### config.mk
export PLATFORM = sky130hd
export DESIGN_NAME = lane_deskew
export DESIGN_NICKNAME = d
export VERILOG_FILES = /design/src/rtl/deskew_pkg.sv /design/src/rtl/deskew_delay_line.sv /design/src/rtl/deskew_ctrl.sv /design/src/rtl/lane_deskew.sv
export SDC_FILE = /design/constraint.sdc
export NUM_CORES = 2
export LEC_CHECK = 0
export BUFFER_PORTS_ARGS = -buffer_cell sky130_fd_sc_hd__buf_4
export CORE_MARGIN = 5
export CORE_UTILIZATION = 60
export CTS_BUF_LIST = sky130_fd_sc_hd__clkbuf_8
export DETAILED_ROUTE_END_ITERATION = 7
export GPL_TIMING_DRIVEN = 0
export PLACE_DENSITY = 0.74
export SETUP_SLACK_MARGIN = 0.15
export SLEW_MARGIN = 20
export SYNTH_ARGS = -nofsm -noshare
export SYNTH_HDL_FRONTEND = slang
export SYNTH_SLANG_ARGS = --single-unit
### constraint.sdc
create_clock -name clk -period 14.4 [get_ports clk]
set_clock_uncertainty 0.1 [all_clocks]
set_input_delay 2.88 -clock clk [delete_from_list [all_inputs] [get_ports clk]]
set_output_delay 2.88 -clock clk [all_outputs]
set_load 0.01 [all_outputs]
### src/rtl/deskew_pkg.sv
package deskew_pkg;
  typedef enum logic [1:0] {
    ST_IDLE    = 2'd0,
    ST_SEARCH  = 2'd1,
    ST_ALIGNED = 2'd2,
    ST_FAIL    = 2'd3
  } align_state_e;

  localparam logic [7:0] MARKER_BYTE = 8'hBC;
endpackage

### src/rtl/deskew_delay_line.sv
// Per-lane circular buffer with a variable read distance (0 = bypass).
module deskew_delay_line #(
  parameter int W     = 8,
  parameter int DEPTH = 16,
  localparam int AW   = $clog2(DEPTH)
) (
  input  logic          clk,
  input  logic          rst,
  input  logic [W-1:0]  din,
  input  logic [AW-1:0] dly,
  output logic [W-1:0]  dout
);
  logic [W-1:0]  mem [DEPTH];
  logic [AW-1:0] wp_q;
  logic [AW-1:0] rd_addr;

  always_ff @(posedge clk) begin
    mem[wp_q] <= din;
  end

  always_ff @(posedge clk) begin
    if (rst) wp_q <= '0;
    else     wp_q <= wp_q + 1'b1;
  end

  assign rd_addr = wp_q - dly;
  assign dout    = (dly == '0) ? din : mem[rd_addr];
endmodule

### src/rtl/deskew_ctrl.sv
// Search FSM: measures marker offsets, latches per-lane delays.
module deskew_ctrl
  import deskew_pkg::*;
#(
  parameter int NUM_LANES = 22,
  parameter int DEPTH     = 16,
  parameter int TIMEOUT   = 64,
  localparam int OW       = $clog2(DEPTH),
  localparam int TW       = $clog2(TIMEOUT)
) (
  input  logic                    clk,
  input  logic                    rst,
  input  logic                    align_req,
  input  logic [NUM_LANES-1:0]    mk_i,
  output align_state_e            state_o,
  output logic                    err_o,
  output logic [NUM_LANES*OW-1:0] delay_o
);
  localparam logic [OW-1:0] LAST_OFF = OW'(DEPTH - 1);
  localparam logic [TW-1:0] LAST_T   = TW'(TIMEOUT - 1);

  align_state_e         state_q, state_d;
  logic [NUM_LANES-1:0] seen_q;
  logic [OW-1:0]        off_q [NUM_LANES];
  logic [OW-1:0]        elapsed_q, cur_el, maxoff_q;
  logic [TW-1:0]        search_cnt_q;
  logic                 started_q, err_q;
  logic [NUM_LANES-1:0] mk_new;
  logic                 active, all_next;

  always_comb begin
    mk_new   = mk_i & ~seen_q;
    active   = started_q | (|mk_new);
    cur_el   = started_q ? elapsed_q : '0;
    all_next = &(seen_q | mk_i);
    state_d  = state_q;
    case (state_q)
      ST_IDLE:   state_d = ST_SEARCH;
      ST_SEARCH: begin
        if (all_next)
          state_d = ST_ALIGNED;
        else if ((active && cur_el == LAST_OFF) || search_cnt_q == LAST_T)
          state_d = ST_FAIL;
      end
      default:   state_d = state_q;
    endcase
    if (align_req) state_d = ST_IDLE;
  end

  always_ff @(posedge clk) begin
    if (rst) begin
      state_q      <= ST_IDLE;
      seen_q       <= '0;
      started_q    <= 1'b0;
      elapsed_q    <= '0;
      search_cnt_q <= '0;
      maxoff_q     <= '0;
      err_q        <= 1'b0;
      for (int i = 0; i < NUM_LANES; i++) off_q[i] <= '0;
    end else begin
      state_q <= state_d;
      if (state_q == ST_IDLE) begin
        seen_q       <= '0;
        started_q    <= 1'b0;
        elapsed_q    <= '0;
        search_cnt_q <= '0;
      end else if (state_q == ST_SEARCH) begin
        search_cnt_q <= search_cnt_q + 1'b1;
        if (active) begin
          started_q <= 1'b1;
          elapsed_q <= cur_el + 1'b1;
        end
        for (int i = 0; i < NUM_LANES; i++) begin
          if (mk_new[i]) begin
            seen_q[i] <= 1'b1;
            off_q[i]  <= cur_el;
          end
        end
        if (state_d == ST_ALIGNED) maxoff_q <= cur_el;
      end
      if (align_req)
        err_q <= 1'b0;
      else if (state_q == ST_SEARCH && state_d == ST_FAIL)
        err_q <= 1'b1;
    end
  end

  for (genvar g = 0; g < NUM_LANES; g++) begin : g_dly
    assign delay_o[g*OW +: OW] = maxoff_q - off_q[g];
  end

  assign state_o = state_q;
  assign err_o   = err_q;
endmodule

### src/rtl/lane_deskew.sv
module lane_deskew
  import deskew_pkg::*;
#(
  parameter int NUM_LANES = 22,
  parameter int DEPTH     = 16,
  parameter int TIMEOUT   = 64,
  localparam int OW       = $clog2(DEPTH)
) (
  input  logic                   clk,
  input  logic                   rst,
  input  logic                   align_req,
  input  logic [NUM_LANES*8-1:0] rx_data,
  input  logic [NUM_LANES-1:0]   rx_k,
  output logic [NUM_LANES*8-1:0] out_data,
  output logic                   data_valid,
  output logic                   aligned,
  output logic                   align_error
);
  logic [NUM_LANES-1:0]    mk;
  logic [NUM_LANES*OW-1:0] delay;
  logic [NUM_LANES*8-1:0]  dly_bytes;
  align_state_e            state;
  logic                    err;
  logic [NUM_LANES*8-1:0]  out_q;
  logic                    valid_q;

  deskew_ctrl #(
    .NUM_LANES(NUM_LANES),
    .DEPTH    (DEPTH),
    .TIMEOUT  (TIMEOUT)
  ) u_ctrl (
    .clk      (clk),
    .rst      (rst),
    .align_req(align_req),
    .mk_i     (mk),
    .state_o  (state),
    .err_o    (err),
    .delay_o  (delay)
  );

  for (genvar g = 0; g < NUM_LANES; g++) begin : g_lane
    assign mk[g] = rx_k[g] && (rx_data[g*8 +: 8] == MARKER_BYTE);

    deskew_delay_line #(
      .W    (8),
      .DEPTH(DEPTH)
    ) u_line (
      .clk (clk),
      .rst (rst),
      .din (rx_data[g*8 +: 8]),
      .dly (delay[g*OW +: OW]),
      .dout(dly_bytes[g*8 +: 8])
    );
  end

  always_ff @(posedge clk) begin
    if (rst) begin
      out_q   <= '0;
      valid_q <= 1'b0;
    end else if (state == ST_ALIGNED && !align_req) begin
      out_q   <= dly_bytes;
      valid_q <= 1'b1;
    end else begin
      out_q   <= '0;
      valid_q <= 1'b0;
    end
  end

  assign out_data    = out_q;
  assign data_valid  = valid_q;
  assign aligned     = (state == ST_ALIGNED);
  assign align_error = err;
endmodule

-- After elaboration in Yosys (flattened, before gate mapping)
Memories as Yosys holds them, arrays and structs flattened. A register that Yosys moved wholly into a read port is not among the register bits.
Index checks and enable logic that the tools add are counted.
- register bits after elaboration: 129
- RAM bits: 2904
- input bits: 201
- word-level logic and storage cells: 395
- memories: 23
- $add $sub $neg: 68
- equality and inequality tests: 28
- mux-type cells: 140
- bitwise operators: 28
- reduce and logical (&&, ||, !) cells: 57
- memories (memory ; words ; width ; read ports ; clocked after Yosys merged registers in ; write ports ; line ; source):
    g_lane[0].u_line.mem ; 16 ; 8 ; 1 ; 1 ; 1 ; deskew_delay_line.sv:13 ; logic [W-1:0] mem [DEPTH];
    g_lane[10].u_line.mem ; 16 ; 8 ; 1 ; 1 ; 1 ; deskew_delay_line.sv:13 ;
    g_lane[11].u_line.mem ; 16 ; 8 ; 1 ; 1 ; 1 ; deskew_delay_line.sv:13 ;
    g_lane[12].u_line.mem ; 16 ; 8 ; 1 ; 1 ; 1 ; deskew_delay_line.sv:13 ;
    g_lane[13].u_line.mem ; 16 ; 8 ; 1 ; 1 ; 1 ; deskew_delay_line.sv:13 ;
    g_lane[14].u_line.mem ; 16 ; 8 ; 1 ; 1 ; 1 ; deskew_delay_line.sv:13 ;
    +17 memories ; -- ; -- ; -- ; -- ; -- ; -- ;
- operators with widths (operator ; count):
    8-bit == test (second input constant) ; 22
    4-bit subtractor ; 44
    1-bit two-way mux ; 113
    4-bit by 1-bit adder with 4-bit output (second input constant) ; 23
    4-bit two-way mux ; 23
    2-bit AND reduction ; 23
    1-bit logical AND ; 25
    1-bit bitwise OR ; 23
    22-bit bitwise AND ; 1
    22-bit NOT ; 1
    22-bit bitwise OR ; 1
    22-bit AND reduction ; 1
    22-bit OR reduction ; 1
    6-bit by 1-bit adder with 6-bit output (second input constant) ; 1
    2-bit == test (second input constant) ; 3
    6-bit == test (second input constant) ; 1
    2-bit two-way mux ; 3
    2-bit OR reduction ; 3
    4-bit == test (second input constant) ; 1
    2-bit one-hot mux with 2 select lines ; 1
    3-bit AND reduction ; 1
    2-bit by 1-bit == test with 1-bit output (second input constant) ; 1
    2-bit logical NOT ; 1
    1-bit NOT ; 2
    2 further kinds ; 2

-- Logic depth before layout (Yosys ltp)
- depth after elaboration: 13
- mapped depth: 13

-- Modules after synthesis
A second synthesis with hierarchy kept.
- cell total of the unflattened synthesis: 6860
- area total of the unflattened synthesis: 132095.4 µm²
- by module, submodules not included (module ; instances ; cells an instance ; area an instance (µm²) ; sequential area each (µm²)):
    deskew_delay_line at g_lane[10].u_line ... ; 10 ; 256 ; 5425.2 ; 3923.8
    deskew_delay_line at g_lane[20].u_line ... ; 10 ; 258 ; 5411.4 ; 3923.8
    deskew_ctrl ; 1 ; 747 ; 7567.3 ; 3443.3
    deskew_delay_line at g_lane[0].u_line ; 1 ; 256 ; 5417.7 ; 3923.8
    deskew_delay_line at g_lane[1].u_line ; 1 ; 256 ; 5408.9 ; 3923.8
    lane_deskew ; 1 ; 461 ; 5335.1 ; 3543.4

-- Least setup slack after synthesis
Ideal clock, no wire load.
- kind: input to register
- start point: input port rx_data[48]
- end point: register u_ctrl.maxoff_q[0]
- setup time: 0.128 ns
- arrival: 4.531 ns
- slack: 9.642 ns
- stages: 8
- path through: nand4bb_1 -> or3_1 -> a2111oi_0 -> nand4_1 -> and4b_1 -> buf_2 -> mux2i_1 -> nor2_1
- word-level cells in the longest chain between the ends: 13
- elaborated cells on any way between the ends: 15
- RTL lines (what ; line ; source):
    start: declaration ; lane_deskew.sv:12 ; input logic [NUM_LANES*8-1:0] rx_data,
    8-bit == test (*) ; lane_deskew.sv:42 ; assign mk[g] = rx_k[g] && (rx_data[g*8 +: 8] == MARKER_BYTE);
    1-bit logical AND (*) ; lane_deskew.sv:42 ;
    22-bit bitwise AND ; deskew_ctrl.sv:32 ; mk_new = mk_i & ~seen_q;
    22-bit OR reduction ; deskew_ctrl.sv:33 ; active = started_q | (|mk_new);
    1-bit bitwise OR ; deskew_ctrl.sv:33 ;
    1-bit logical AND ; deskew_ctrl.sv:42 ; else if ((active && cur_el == LAST_OFF) || search_cnt_q == LAST_T)
    1-bit logical OR ; deskew_ctrl.sv:42 ;
    2-bit two-way mux ; deskew_ctrl.sv:42 ;
    2-bit two-way mux (*) ; deskew_ctrl.sv:40 ; if (all_next)
    2-bit one-hot mux with 2 select lines (*) ; deskew_ctrl.sv:37 ; case (state_q)
    2-bit two-way mux (*) ; deskew_ctrl.sv:47 ; if (align_req) state_d = ST_IDLE;
    2-bit == test (*) ; deskew_ctrl.sv:79 ; if (state_d == ST_ALIGNED) maxoff_q <= cur_el;
    3-bit AND reduction (no line) (*) ; -- ;
    end signal: assignment ; deskew_ctrl.sv:79 ;
    end: declaration ; deskew_ctrl.sv:25 ; logic [OW-1:0] elapsed_q, cur_el, maxoff_q;
Every way passes the cells marked *; elsewhere a longest branch is shown, timed or not.
A chain may end at the register's enable or synchronous reset.

-- Worst setup path after layout
- start point: register u_ctrl.maxoff_q[1]
- end point: register out_q[139], in the netlist out_data[139], read port of g_lane[17].u_line.mem
- word-level cells in the longest chain between the ends: 2
- RTL lines (what ; line ; source):
    4-bit subtractor ; deskew_ctrl.sv:89 ; assign delay_o[g*OW +: OW] = maxoff_q - off_q[g];
    4-bit subtractor ; deskew_delay_line.sv:26 ; assign rd_addr = wp_q - dly;
    end: declaration ; lane_deskew.sv:24 ; logic [NUM_LANES*8-1:0] out_q;
No other way between the ends.

==> flow_metrics.env <==
export IMPL_die_x_um=481
export IMPL_io_pin_count=380
export IMPL_yosys_area_top_type_share_pct=65.5
export IMPL_rsz0062_at_grt="false"
export IMPL_start_util_pct=60.1
export IMPL_vias=69900
export IMPL_syn_to_final_growth_pct=12.8
export IMPL_place_gp_congestion=0.875
export IMPL_placed_area_um2=140000
export IMPL_fin_crit_sh_pct=35.2
export IMPL_clockBufferDepth=4
export IMPL_drv_slew=0
export IMPL_worst_slew_pin_transition_ns=1.23
export IMPL_ys_seq_area_share_pct=70.1
export IMPL_grt_pass1_vias=71400
export IMPL_hold_depth=1
export IMPL_whs_endpoint="u_ctrl.err_o"
export IMPL_hold_class="flop to flop"
export IMPL_synthTopCellsByCount="2904 x edfxtp_1, 708 x mux4_2, 634 x mux2i_1"
export IMPL_cts_tree="yes"
export IMPL_status="completed"
export IMPL_ys_flop_type="edfxtp_1"
export IMPL_cts_sinks=3209
export IMPL_path_max_fanout=24
export IMPL_yosysUniqueCellTypes=66
export IMPL_dieArea_um2=231000
export IMPL_antenna_found_initial=46
export IMPL_final_util_pct=67.8
export IMPL_place_hpwl_um=209000
export IMPL_power_density_nw_per_um2=139
export IMPL_drc_errors=0
export IMPL_die_h_um=481
export IMPL_fmax_mhz=197
export IMPL_clk_latency_ns=1.09
export IMPL_firstDrtPassIters=6
export IMPL_synth_edf_count=2904
export IMPL_h_tree_depth=6
export IMPL_slowest_delay_ns=0.83
export IMPL_final_nets=8517
export IMPL_critPathSlowestCell="dfxtp_4"
export IMPL_ctsResizeCount=0
export IMPL_hold_viol_final=0
export IMPL_path_clk_slew_ns=0.06
export IMPL_r2r_end="out_data[139]"
export IMPL_min_delay_start="u_ctrl.err_o"
export IMPL_routed_wirelength_um=313000
export IMPL_avgViaCountPerCell=6.10
export IMPL_cts_hold_buffers=0
export IMPL_grt_start_max_net_pins=25
export IMPL_syn_inst=7112
export IMPL_numCtsBuffers=535
export IMPL_setup_tns_ns=0
export IMPL_synth_seq_cells=3209
export IMPL_pre_cts_ws_ns=8.47
export IMPL_layout_setup_ws_ns=9.33
export IMPL_antenna_left=0
export IMPL_layout_drive_gt1_share_pct=23.7
export IMPL_cp_arrival_ns=5.91
export IMPL_p_leak_nw=53.6
export IMPL_syn_nets=7579
export IMPL_row_count=173
export IMPL_core_area_um2=221000
export IMPL_crit_top_cell="mux2i_1"
export IMPL_ys_warn_count=0
export IMPL_yosys_area_top_type="edfxtp_1"
export IMPL_fin_crit_ns=5.07
export IMPL_crit_type="flop to flop"
export IMPL_synthTopCellsByArea="edfxtp_1 66%, mux4_2 12%, mux2i_1 4.8%"
export IMPL_yosysMostFrequentCell="edfxtp_1"
export IMPL_fin_area_um2=150000
export IMPL_path_cells="inv_4, buf_16, fa_1, inv_1, fa_1, clkbuf_1, clkbuf_1, mux4_2, mux2i_1, mux2i_1, mux2i_1, nor2_1"
export IMPL_place_inst=10500
export IMPL_peakVddDrop_uv=117
export IMPL_cts_root_buf="clkbuf_8"
export IMPL_grt_pass1_wl_um=462000
export IMPL_timing_hold_ws_ns=0.379
export IMPL_start_kind="flop"
export IMPL_drt_iter0_drc=7227
export IMPL_r2r_start="u_ctrl.maxoff_q[1]"
export IMPL_ys_async_sr_fraction_pct=0
export IMPL_grt_use_total_pct=27.1
export IMPL_worstRegToRegCells=12
export IMPL_r2r_slack_ns=9.33
export IMPL_wire_per_inst_um=27.3
export IMPL_grt_overflow=0
export IMPL_post_cts_setup_buffer_count=0
export IMPL_syn_area_um2=133000
export IMPL_critPathCaptureType="flop"
export IMPL_slew_headroom_pct=17.1
export IMPL_cp_data_required_time_ns=15.24
export IMPL_port_buffer_count=379
export IMPL_totalPowerFinal_mw=20.8
export IMPL_cap_viol_max_count=0
export IMPL_instances_no_fill=11500
export IMPL_syn_avg_cell_area_um2=18.7
export IMPL_setup_viol=0
-- sequential cells by signal, indices dropped and copies added (netlist names) --
| name | cells |
|---|---|
| u_ctrl.maxoff_q | 4 |
| g_lane.u_line.wp_q | 88 |
| u_ctrl.started_q | 1 |
| u_ctrl.err_o | 1 |
| data_valid | 1 |
| out_data | 176 |
| u_ctrl.elapsed_q | 4 |
| u_ctrl.seen_q | 22 |
| u_ctrl.search_cnt_q | 6 |
| u_ctrl.state_o | 2 |
| u_ctrl.off_q | 88 |
| g_lane.u_line.mem | 2816 |
-- layout make-up --
type | instances | area (um^2)
Tap cell | 2975 | 3720
Clock buffer | 581 | 8000
Fill cell | 14400 | 71200
Buffer | 377 | 1690
Timing Repair Buffer | 401 | 3310
Multi-Input combinational cell | 3319 | 37400
Antenna cell | 32 | 80.1
Clock inverter | 355 | 1880
Sequential cell | 3209 | 93300
Inverter | 207 | 779
-- worst max-delay path: cells and delay by family (launching register included) --
family / cells / cell delay [ns]
buf+inv: 5 / 1.53
simple gates: 1 / 0.08
mux: 4 / 1.30
fa+ha+maj: 2 / 1.07
flops: 1 / 0.83
-- placed cells by master, fill, tap and decap left out, drive strengths merged, types with 32 or more instances in the layout --
cell and instances:
edfxtp 2904, clkbuf 825, mux4 708, mux2i 638, buf 534, nor2 403
inv 389, dfxtp 305, and2 264, ha 222, clkinv 145, xnor2 124
and3 90, a21oi 84, xor2 76, nand4b 71, nor2b 70, o211ai 64
nand3 44, fa 44, a21o 43, nand2 36, a211oi 33, diode 32
mux2 32, a22oi 32
-- cells by family (layout without fill, tap and decap cells) --
logic type | after synthesis | in the layout | share of synthesized area (%)
adder cells (fa/ha/maj) | 266 | 266 | 2.75
flip-flops | 3209 | 3209 | 70.1
multiplexers | 1378 | 1378 | 17.1
buffers and inverters | 584 | 1921 | 1.83
XOR/XNOR | 222 | 222 | 1.81
AO/OA/AOI/OAI | 319 | 319 | 1.68
other | 0 | 32 | 0
AND/OR/NAND/NOR | 1134 | 1134 | 4.75
-- how the worst max path moves through the flow --
stage | from | to | slack, ns | depth (start not counted)
global route | u_ctrl.maxoff_q[1] | out_data[123] | 9.12 | 12
CTS | u_ctrl.state_o[1] | aligned | 9.32 | 2
finish | u_ctrl.maxoff_q[1] | out_data[139] | 9.33 | 12
global placement | u_ctrl.maxoff_q[1] | out_data[79] | 5.76 | 11
floorplan | rx_data[48] | u_ctrl.maxoff_q[0] | 9.64 | 8
detailed placement | rx_data[2] | u_ctrl.maxoff_q[0] | 8.47 | 9
-- per-layer routing --
metal	global-route usage, %	share of wire (%)	up-vias
met1	38.5	40	36000
met2	41.6	48	3144
met3	5.95	8.8	586
li1	-	-	30100
met4	10.5	3.5	26
met5	0	0.058	-
-- power by group --
| group | internal, mW | switching, mW | leakage, nW |
|---|---|---|---|
| clock | 3.97 | 3.53 | 5.73 |
| sequential | 10.4 | 0.0670 | 29.0 |
| combinational | 1.26 | 1.62 | 19.0 |
| total | 15.6 | 5.21 | 53.6 |
No activity file was read; power rests on OpenSTA's default activity.
